## src/rtl/sar_bus_pkg.sv

```systemverilog
package sar_bus_pkg;
  typedef enum logic [1:0] {
    DRV_OFF   = 2'd0,
    DRV_FULL  = 2'd1,
    DRV_UPPER = 2'd2,
    DRV_LOWER = 2'd3
  } drv_sel_e;
endpackage

```

## src/rtl/sar_strobe_dec.sv

```systemverilog
module sar_strobe_dec
  import sar_bus_pkg::*;
(
  input  logic     clk,
  input  logic     rst_n,
  input  logic     chip_en,
  input  logic     chip_sel_n,
  input  logic     rd_cnv,
  input  logic     byte_sel,
  input  logic     wide_bus,
  input  logic     solo_mode,
  input  logic     busy,
  output logic     start_pulse,
  output logic     start_short,
  output drv_sel_e read_want
);
  logic sel_ok, start_cond, read_cond;
  logic start_seen_q;

  // Strobe qualification; stand-alone mode behaves as permanently selected.
  always_comb begin
    sel_ok      = solo_mode | (chip_en & ~chip_sel_n);
    start_cond  = sel_ok & ~rd_cnv;
    read_cond   = sel_ok & rd_cnv;
    start_pulse = start_cond & ~start_seen_q & ~busy;
    start_short = ~solo_mode & byte_sel;
    if (!read_cond || busy)         read_want = DRV_OFF;
    else if (solo_mode || wide_bus) read_want = DRV_FULL;
    else if (byte_sel)              read_want = DRV_LOWER;
    else                            read_want = DRV_UPPER;
  end

  always_ff @(posedge clk or negedge rst_n) begin
    if (!rst_n) start_seen_q <= 1'b0;
    else        start_seen_q <= start_cond;
  end
endmodule

```

## src/rtl/sar_seq.sv

```systemverilog
module sar_seq #(
  parameter int RES_W   = 12,
  parameter int SHORT_W = 8,
  parameter int BIT_CYC = 4
) (
  input  logic             clk,
  input  logic             rst_n,
  input  logic             start,
  input  logic             start_short,
  input  logic             cmp_in,
  output logic             busy,
  output logic             decide,
  output logic [RES_W-1:0] trial_code,
  output logic [RES_W-1:0] result
);
  localparam int CNT_W = (BIT_CYC > 1) ? $clog2(BIT_CYC) : 1;
  localparam int IDX_W = $clog2(RES_W);
  localparam logic [CNT_W-1:0] CYC_LAST  = CNT_W'(BIT_CYC - 1);
  localparam logic [IDX_W-1:0] IDX_TOP   = IDX_W'(RES_W - 1);
  localparam logic [IDX_W-1:0] IDX_SHORT = IDX_W'(RES_W - SHORT_W);

  logic [RES_W-1:0] trial_q, trial_n, res_q, res_n, code;
  logic [IDX_W-1:0] idx_q, idx_n, stop_idx;
  logic [CNT_W-1:0] cyc_q, cyc_n;
  logic             busy_q, busy_n, short_q, short_n;

  always_comb begin
    trial_n  = trial_q;
    res_n    = res_q;
    idx_n    = idx_q;
    cyc_n    = cyc_q;
    busy_n   = busy_q;
    short_n  = short_q;
    code     = trial_q;
    decide   = busy_q && (cyc_q == CYC_LAST);
    stop_idx = short_q ? IDX_SHORT : '0;
    if (start) begin
      busy_n  = 1'b1;
      short_n = start_short;
      idx_n   = IDX_TOP;
      cyc_n   = '0;
      trial_n = {1'b1, {(RES_W-1){1'b0}}};
    end else if (decide) begin
      code[idx_q] = cmp_in;
      cyc_n       = '0;
      if (idx_q == stop_idx) begin
        res_n   = code;
        busy_n  = 1'b0;
        trial_n = code;
      end else begin
        code[idx_q - 1'b1] = 1'b1;
        trial_n = code;
        idx_n   = idx_q - 1'b1;
      end
    end else if (busy_q) begin
      cyc_n = cyc_q + 1'b1;
    end
  end

  always_ff @(posedge clk or negedge rst_n) begin
    if (!rst_n) begin
      trial_q <= '0;
      res_q   <= '0;
      idx_q   <= '0;
      cyc_q   <= '0;
      busy_q  <= 1'b0;
      short_q <= 1'b0;
    end else begin
      trial_q <= trial_n;
      res_q   <= res_n;
      idx_q   <= idx_n;
      cyc_q   <= cyc_n;
      busy_q  <= busy_n;
      short_q <= short_n;
    end
  end

  assign busy       = busy_q;
  assign trial_code = trial_q;
  assign result     = res_q;
endmodule

```

## src/rtl/sar_out_stage.sv

```systemverilog
module sar_out_stage
  import sar_bus_pkg::*;
#(
  parameter int RES_W  = 12,
  parameter int BYTE_W = 8
) (
  input  logic             clk,
  input  logic             rst_n,
  input  drv_sel_e         want,
  input  logic [RES_W-1:0] result,
  output drv_sel_e         drv,
  output logic [RES_W-1:0] db_val,
  output logic [RES_W-1:0] db_oe
);
  localparam int LO_BIT = RES_W - BYTE_W;
  localparam int TAIL_W = BYTE_W - LO_BIT;

  drv_sel_e          drv_q, drv_n;
  logic [BYTE_W-1:0] low_byte;

  // One idle clock whenever the driven set of pins would change.
  always_comb begin
    if (want == DRV_OFF)                        drv_n = DRV_OFF;
    else if (drv_q == DRV_OFF || drv_q == want) drv_n = want;
    else                                        drv_n = DRV_OFF;
  end

  always_ff @(posedge clk or negedge rst_n) begin
    if (!rst_n) drv_q <= DRV_OFF;
    else        drv_q <= drv_n;
  end

  always_comb begin
    low_byte = {result[LO_BIT-1:0], {TAIL_W{1'b0}}};
    db_val   = '0;
    db_oe    = '0;
    case (drv_q)
      DRV_FULL: begin
        db_val = result;
        db_oe  = '1;
      end
      DRV_UPPER: begin
        db_val[RES_W-1:LO_BIT] = result[RES_W-1:LO_BIT];
        db_oe[RES_W-1:LO_BIT]  = '1;
      end
      DRV_LOWER: begin
        db_val[RES_W-1:LO_BIT] = low_byte;
        db_oe[RES_W-1:LO_BIT]  = '1;
      end
      default: ;
    endcase
  end

  assign drv = drv_q;
endmodule

```

## src/rtl/sar_bus_ctrl.sv

```systemverilog
module sar_bus_ctrl
  import sar_bus_pkg::*;
#(
  parameter int RES_W   = 12,
  parameter int SHORT_W = 8,
  parameter int BYTE_W  = 8,
  parameter int BIT_CYC = 4
) (
  input  logic             clk,
  input  logic             rst_n,
  input  logic             chip_en,
  input  logic             chip_sel_n,
  input  logic             rd_cnv,
  input  logic             byte_sel,
  input  logic             wide_bus,
  input  logic             solo_mode,
  input  logic             cmp_in,
  output logic [RES_W-1:0] trial_code,
  output logic             busy,
  output logic [RES_W-1:0] db_val,
  output logic [RES_W-1:0] db_oe
);
  logic             start_pulse, start_short, decide_w;
  drv_sel_e         read_want, drv_w;
  logic [RES_W-1:0] result_w;

  sar_strobe_dec u_dec (
    .clk(clk), .rst_n(rst_n), .chip_en(chip_en), .chip_sel_n(chip_sel_n),
    .rd_cnv(rd_cnv), .byte_sel(byte_sel), .wide_bus(wide_bus),
    .solo_mode(solo_mode), .busy(busy), .start_pulse(start_pulse),
    .start_short(start_short), .read_want(read_want)
  );

  sar_seq #(.RES_W(RES_W), .SHORT_W(SHORT_W), .BIT_CYC(BIT_CYC)) u_seq (
    .clk(clk), .rst_n(rst_n), .start(start_pulse), .start_short(start_short),
    .cmp_in(cmp_in), .busy(busy), .decide(decide_w), .trial_code(trial_code),
    .result(result_w)
  );

  sar_out_stage #(.RES_W(RES_W), .BYTE_W(BYTE_W)) u_out (
    .clk(clk), .rst_n(rst_n), .want(read_want), .result(result_w),
    .drv(drv_w), .db_val(db_val), .db_oe(db_oe)
  );
endmodule

```

## config.mk

```make
export PLATFORM = sky130hd
export DESIGN_NAME = sar_bus_ctrl
export DESIGN_NICKNAME = d
export VERILOG_FILES = /design/src/rtl/sar_bus_pkg.sv /design/src/rtl/sar_strobe_dec.sv /design/src/rtl/sar_seq.sv /design/src/rtl/sar_out_stage.sv /design/src/rtl/sar_bus_ctrl.sv
export SDC_FILE = /design/constraint.sdc
export NUM_CORES = 1
export LEC_CHECK = 0
export CAP_MARGIN = 20
export CORE_ASPECT_RATIO = 1.2
export CORE_MARGIN = 2
export CORE_UTILIZATION = 50
export CTS_BUF_LIST = sky130_fd_sc_hd__clkbuf_8
export CTS_CLUSTER_SIZE = 20
export DETAILED_ROUTE_END_ITERATION = 12
export HOLD_SLACK_MARGIN = 0.06
export PLACE_DENSITY = 0.8
export RECOVER_POWER = 50
export SETUP_SLACK_MARGIN = 0.02
export SLEW_MARGIN = 10
export SYNTH_ARGS = -nofsm -noshare
export SYNTH_HDL_FRONTEND = slang
export SYNTH_HIERARCHICAL = 1
export SYNTH_SLANG_ARGS = --single-unit
```

## constraint.sdc

```tcl
create_clock -name clk -period 3.5 [get_ports clk]
set_clock_uncertainty 0.2 [all_clocks]
set_input_delay 0.525 -clock clk [delete_from_list [all_inputs] [get_ports clk]]
set_output_delay 0.525 -clock clk [all_outputs]
set_load 0.03 [all_outputs]
```

==> results by group <==
GRT
  – All-layer global routing usage: 20.6%
  – Final global-route overflow total: 0
  – Largest net degree at the start of global routing: 36
  – Number of global-route vias before repair: 1,636
  – Global-route wire length before repair: 7940 µm
  – Initial antenna violation count: 0

CTS
  – Clock tree root buffer cell: clkbuf_8
  – Insertion delay to the later sink of the worst-skew pair: 290 ps
  – Post-CTS repair timing setup buffer count: 0
  – H-tree depth: 2
  – Register clock-pin slew on the reported worst setup and hold paths: 70 ps
  – Clock sinks: 35
  – Number of gates given a new drive strength after cts: 0
  – Clock tree from TritonCTS: built
  – Clk buf depth: 2
  – Number of hold-repair buffers added at the cts stage: 0
  – Total clock buffers created by CTS: 5

Detailed routing
  – Overall routed net length: 4520 µm
  – Number of DRC violations after detailed routing: 0
  – ANT nets after route: 0
  – Mean routed wirelength per cell: 14.3 µm
  – DRC violation total after the first TritonRoute iteration: 87
  – Pre-antenna DRT Iters: 4
  – Via count: 1,717
  – Via density per instance: 5.43

Die
  – DIE AREA: 4980 µm²
  – Initial cell density of the core: 52.0%
  – Die outline height: 76.9 µm
  – Die extent in x: 64.8 µm
  – Area of the core region: 4260 µm²
  – Placement Rows: 26
  – Number of top-level pins: 46

Min path
  – Worst min-delay path class: reg -> reg

Finish
  – Final std cells w/o fill: 316
  – Synthesis-to-finish area growth: 20.3%
  – # diodes: 0
  – Share of cells above drive strength 1: 12.3%
  – Final instance area: 2670 µm²
  – Final-stage net count: 277

STA
  – Number of endpoints with negative hold slack in the final report: 0
  – RSZ-0062 raised after global routing: no
  – Tightest Pin Transition: 1890 ps
  – Share of the cycle needed by the critical path after routing: 79.7%
  – Final setup violation count: 0
  – Highest attainable clock frequency: 359 MHz
  – Post-layout min period: 2790 ps
  – Final setup TNS: 0 ps
  – Max_slew headroom: -25.7%
  – Final Max Slew Viols: 36

Synth
  – Syn_area_per_cell: 9.89 µm²
  – Top cells by area, synth: dfrtp_1 (40%), mux2i_1 (5.4%), ha_1 (5.1%)
  – Flip-flop and latch count after synthesis: 35
  – Gate Count Post-Synth: 224
  – Share of Yosys cell area claimed by the top area cell type: 39.5%
  – Syn_nets: 242
  – Cell type contributing the most total cell area after synthesis: dfrtp_1
  – Synthesis warning total: 6
  – Number of distinct library cells after synthesis: 47
  – Sequential element share of the synthesized area: 39.5%
  – Combined area of all synthesized cells: 2210 µm²

Job
  – Max-cap check violation count: 1

Critical path
  – Req. time, crit path: 2770 ps
  – Data arrival time of the critical path: 2060 ps
  – Cell with the biggest individual delay on the critical path: clkdlybuf4s50_1
  – Class of the most critical setup path: reg -> out
  – Family with the most delay on the worst path: buffers and inverters
  – Crit path largest cell delay: 670 ps
  – Kind of start point of the critical path: flip-flop
  – Setup crit end kind: output port
  – Critical path, cell by cell: inv_1 -> ha_1 -> a22oi_1 -> nor2_1 -> clkdlybuf4s50_1
  – Buffer and inverter count on the worst path: 2
  – Largest driver fanout on the critical path: 8

Run status
  – Run status: finished, violations left
  – Failing checks: capacitance limit, slew limit

Pwr
  – Power per unit of standard cell area: 801 nW/µm²
  – Leakage power: 1.17 nW
  – Worst voltage drop across the vdd grid: 0.000354 V

Placed design
  – Final weighted congestion of routability-driven global placement: 0.867
  – Final HPWL from detailed placement: 3320 µm
  – Standard cell area after detailed placement: 2610 µm²
  – Port Buffer Count: 45
  – Placed Cells: 308
## metrics by stage
step	utilization [%]	hold slack, ps	power (mW)	setup slack, ps
6_report	62.5	310	2.13	711
5_1_grt	62.5	323	2.31	546
4_1_cts	63.2	311	2.16	683
3_5_place_dp	61.2	296	1.87	771
3_3_place_gp	61.2	300	1.85	824
2_1_floorplan	-	29.4	1.57	1350
## per-layer routing
layer / part of all wire (%) / GRT usage (%) / vias up
met1: 44 / 27.6 / 791
met4: 2.0 / 8.51 / 0
met5: 0 / 0 / -
met3: 5.5 / 4.11 / 8
met2: 49 / 32.2 / 68
li1: - / - / 850
## path summary, 6_finish.rpt
path	start	to	slack [ps]	depth (start not counted)
worst max register to register	u_seq/busy	u_seq/trial_code[4]	1240	5
max in group asynchronous	rst_n	u_seq/trial_code[0]	920	2
worst min-delay path	u_seq/result[7]	u_seq/result[7]	310	1
worst min register to register	u_seq/result[7]	u_seq/result[7]	310	1
worst max-delay path	u_out/drv[1]	db_val[11]	710	5
min in group asynchronous	rst_n	u_seq/cyc_q[0]	1090	2
## cells by family (layout without fill, tap and decap cells)
family	count (synthesis)	count (layout)	share of synthesized area [%]
AOI/OAI and AO/OA	45	45	15.0
xor gates and xnor gates	5	5	2.32
muxes	16	16	7.46
adders and majority gates	9	9	5.08
buffers and inverters	28	64	8.02
DFF	35	35	39.5
and+or+nand+nor	86	86	22.6
## Yosys cell counts, drive strengths merged
master / count
o31ai: 1
nor2: 26
mux2: 4
nor3b: 2
and2b: 1
o31a: 1
a21boi: 1
buf: 17
or2: 1
nor2b: 4
a21oi: 18
nor3: 5
xnor2: 2
nand3b: 5
and2: 8
a22oi: 4
nor4b: 2
o21bai: 1
nor4: 1
ha: 9
or3: 1
a311oi: 1
inv: 8
o22ai: 1
dfrtp: 35
o221ai: 9
o211a: 1
nand2b: 2
xor2: 3
nand3: 8
o21ai: 3
a31oi: 2
a211oi: 1
a21o: 1
nand2: 19
mux2i: 12
clkbuf: 3
or3b: 1
## power breakdown
| group | internal [mW] | switching (mW) | total [mW] |
|---|---|---|---|
| combinational | 0.449 | 0.646 | 1.10 |
| sequential | 0.572 | 0.188 | 0.760 |
| clock | 0.136 | 0.143 | 0.279 |
## state kept, by name, summed over array words and instances (netlist names)
name                count
u_out/drv               2
u_seq/short_q           1
u_dec/start_seen_q      1
u_seq/cyc_q             2
u_seq/busy              1
u_seq/trial_code       12
u_seq/result           12
u_seq/idx_q             4
## final cells by class
class / count / area (µm²)
Timing Repair Buffer: 48 / 465
Multi-Input combinational cell: 161 / 1140
Inverter: 8 / 30.0
Tap cell: 56 / 70.1
Sequential cell: 35 / 876
Clock inverter: 3 / 15.0
Clock buffer: 5 / 68.8
Fill cell: 370 / 1600
## placed cells by master (no fill, tap or decap), types with 2 or more instances in the layout
| cell type | netlist | layout |
|---|---|---|
| xnor2_1 | 2 | 2 |
| clkbuf_1 | 2 | 2 |
| clkdlybuf4s50_1 | 0 | 37 |
| inv_1 | 8 | 8 |
| nor3b_2 | 2 | 2 |
| a21oi_1 | 9 | 9 |
| nor2_1 | 25 | 25 |
| clkbuf_8 | 0 | 5 |
| a22oi_1 | 4 | 4 |
| clkinv_2 | 0 | 3 |
| a31oi_1 | 2 | 2 |
| nand2_1 | 19 | 19 |
| ha_1 | 9 | 9 |
| o221ai_1 | 9 | 9 |
| o21ai_1 | 3 | 2 |
| dfrtp_1 | 35 | 35 |
| nor2b_1 | 3 | 3 |
| xor2_1 | 2 | 2 |
| mux2_2 | 4 | 4 |
| nor3_1 | 5 | 5 |
| nand3b_1 | 4 | 4 |
| dlygate4sd3_1 | 0 | 8 |
| nand3_1 | 8 | 8 |
| mux2i_1 | 12 | 12 |
| a21oi_2 | 9 | 9 |
| and2_1 | 8 | 8 |
Power figures use the tool's default switching activity.
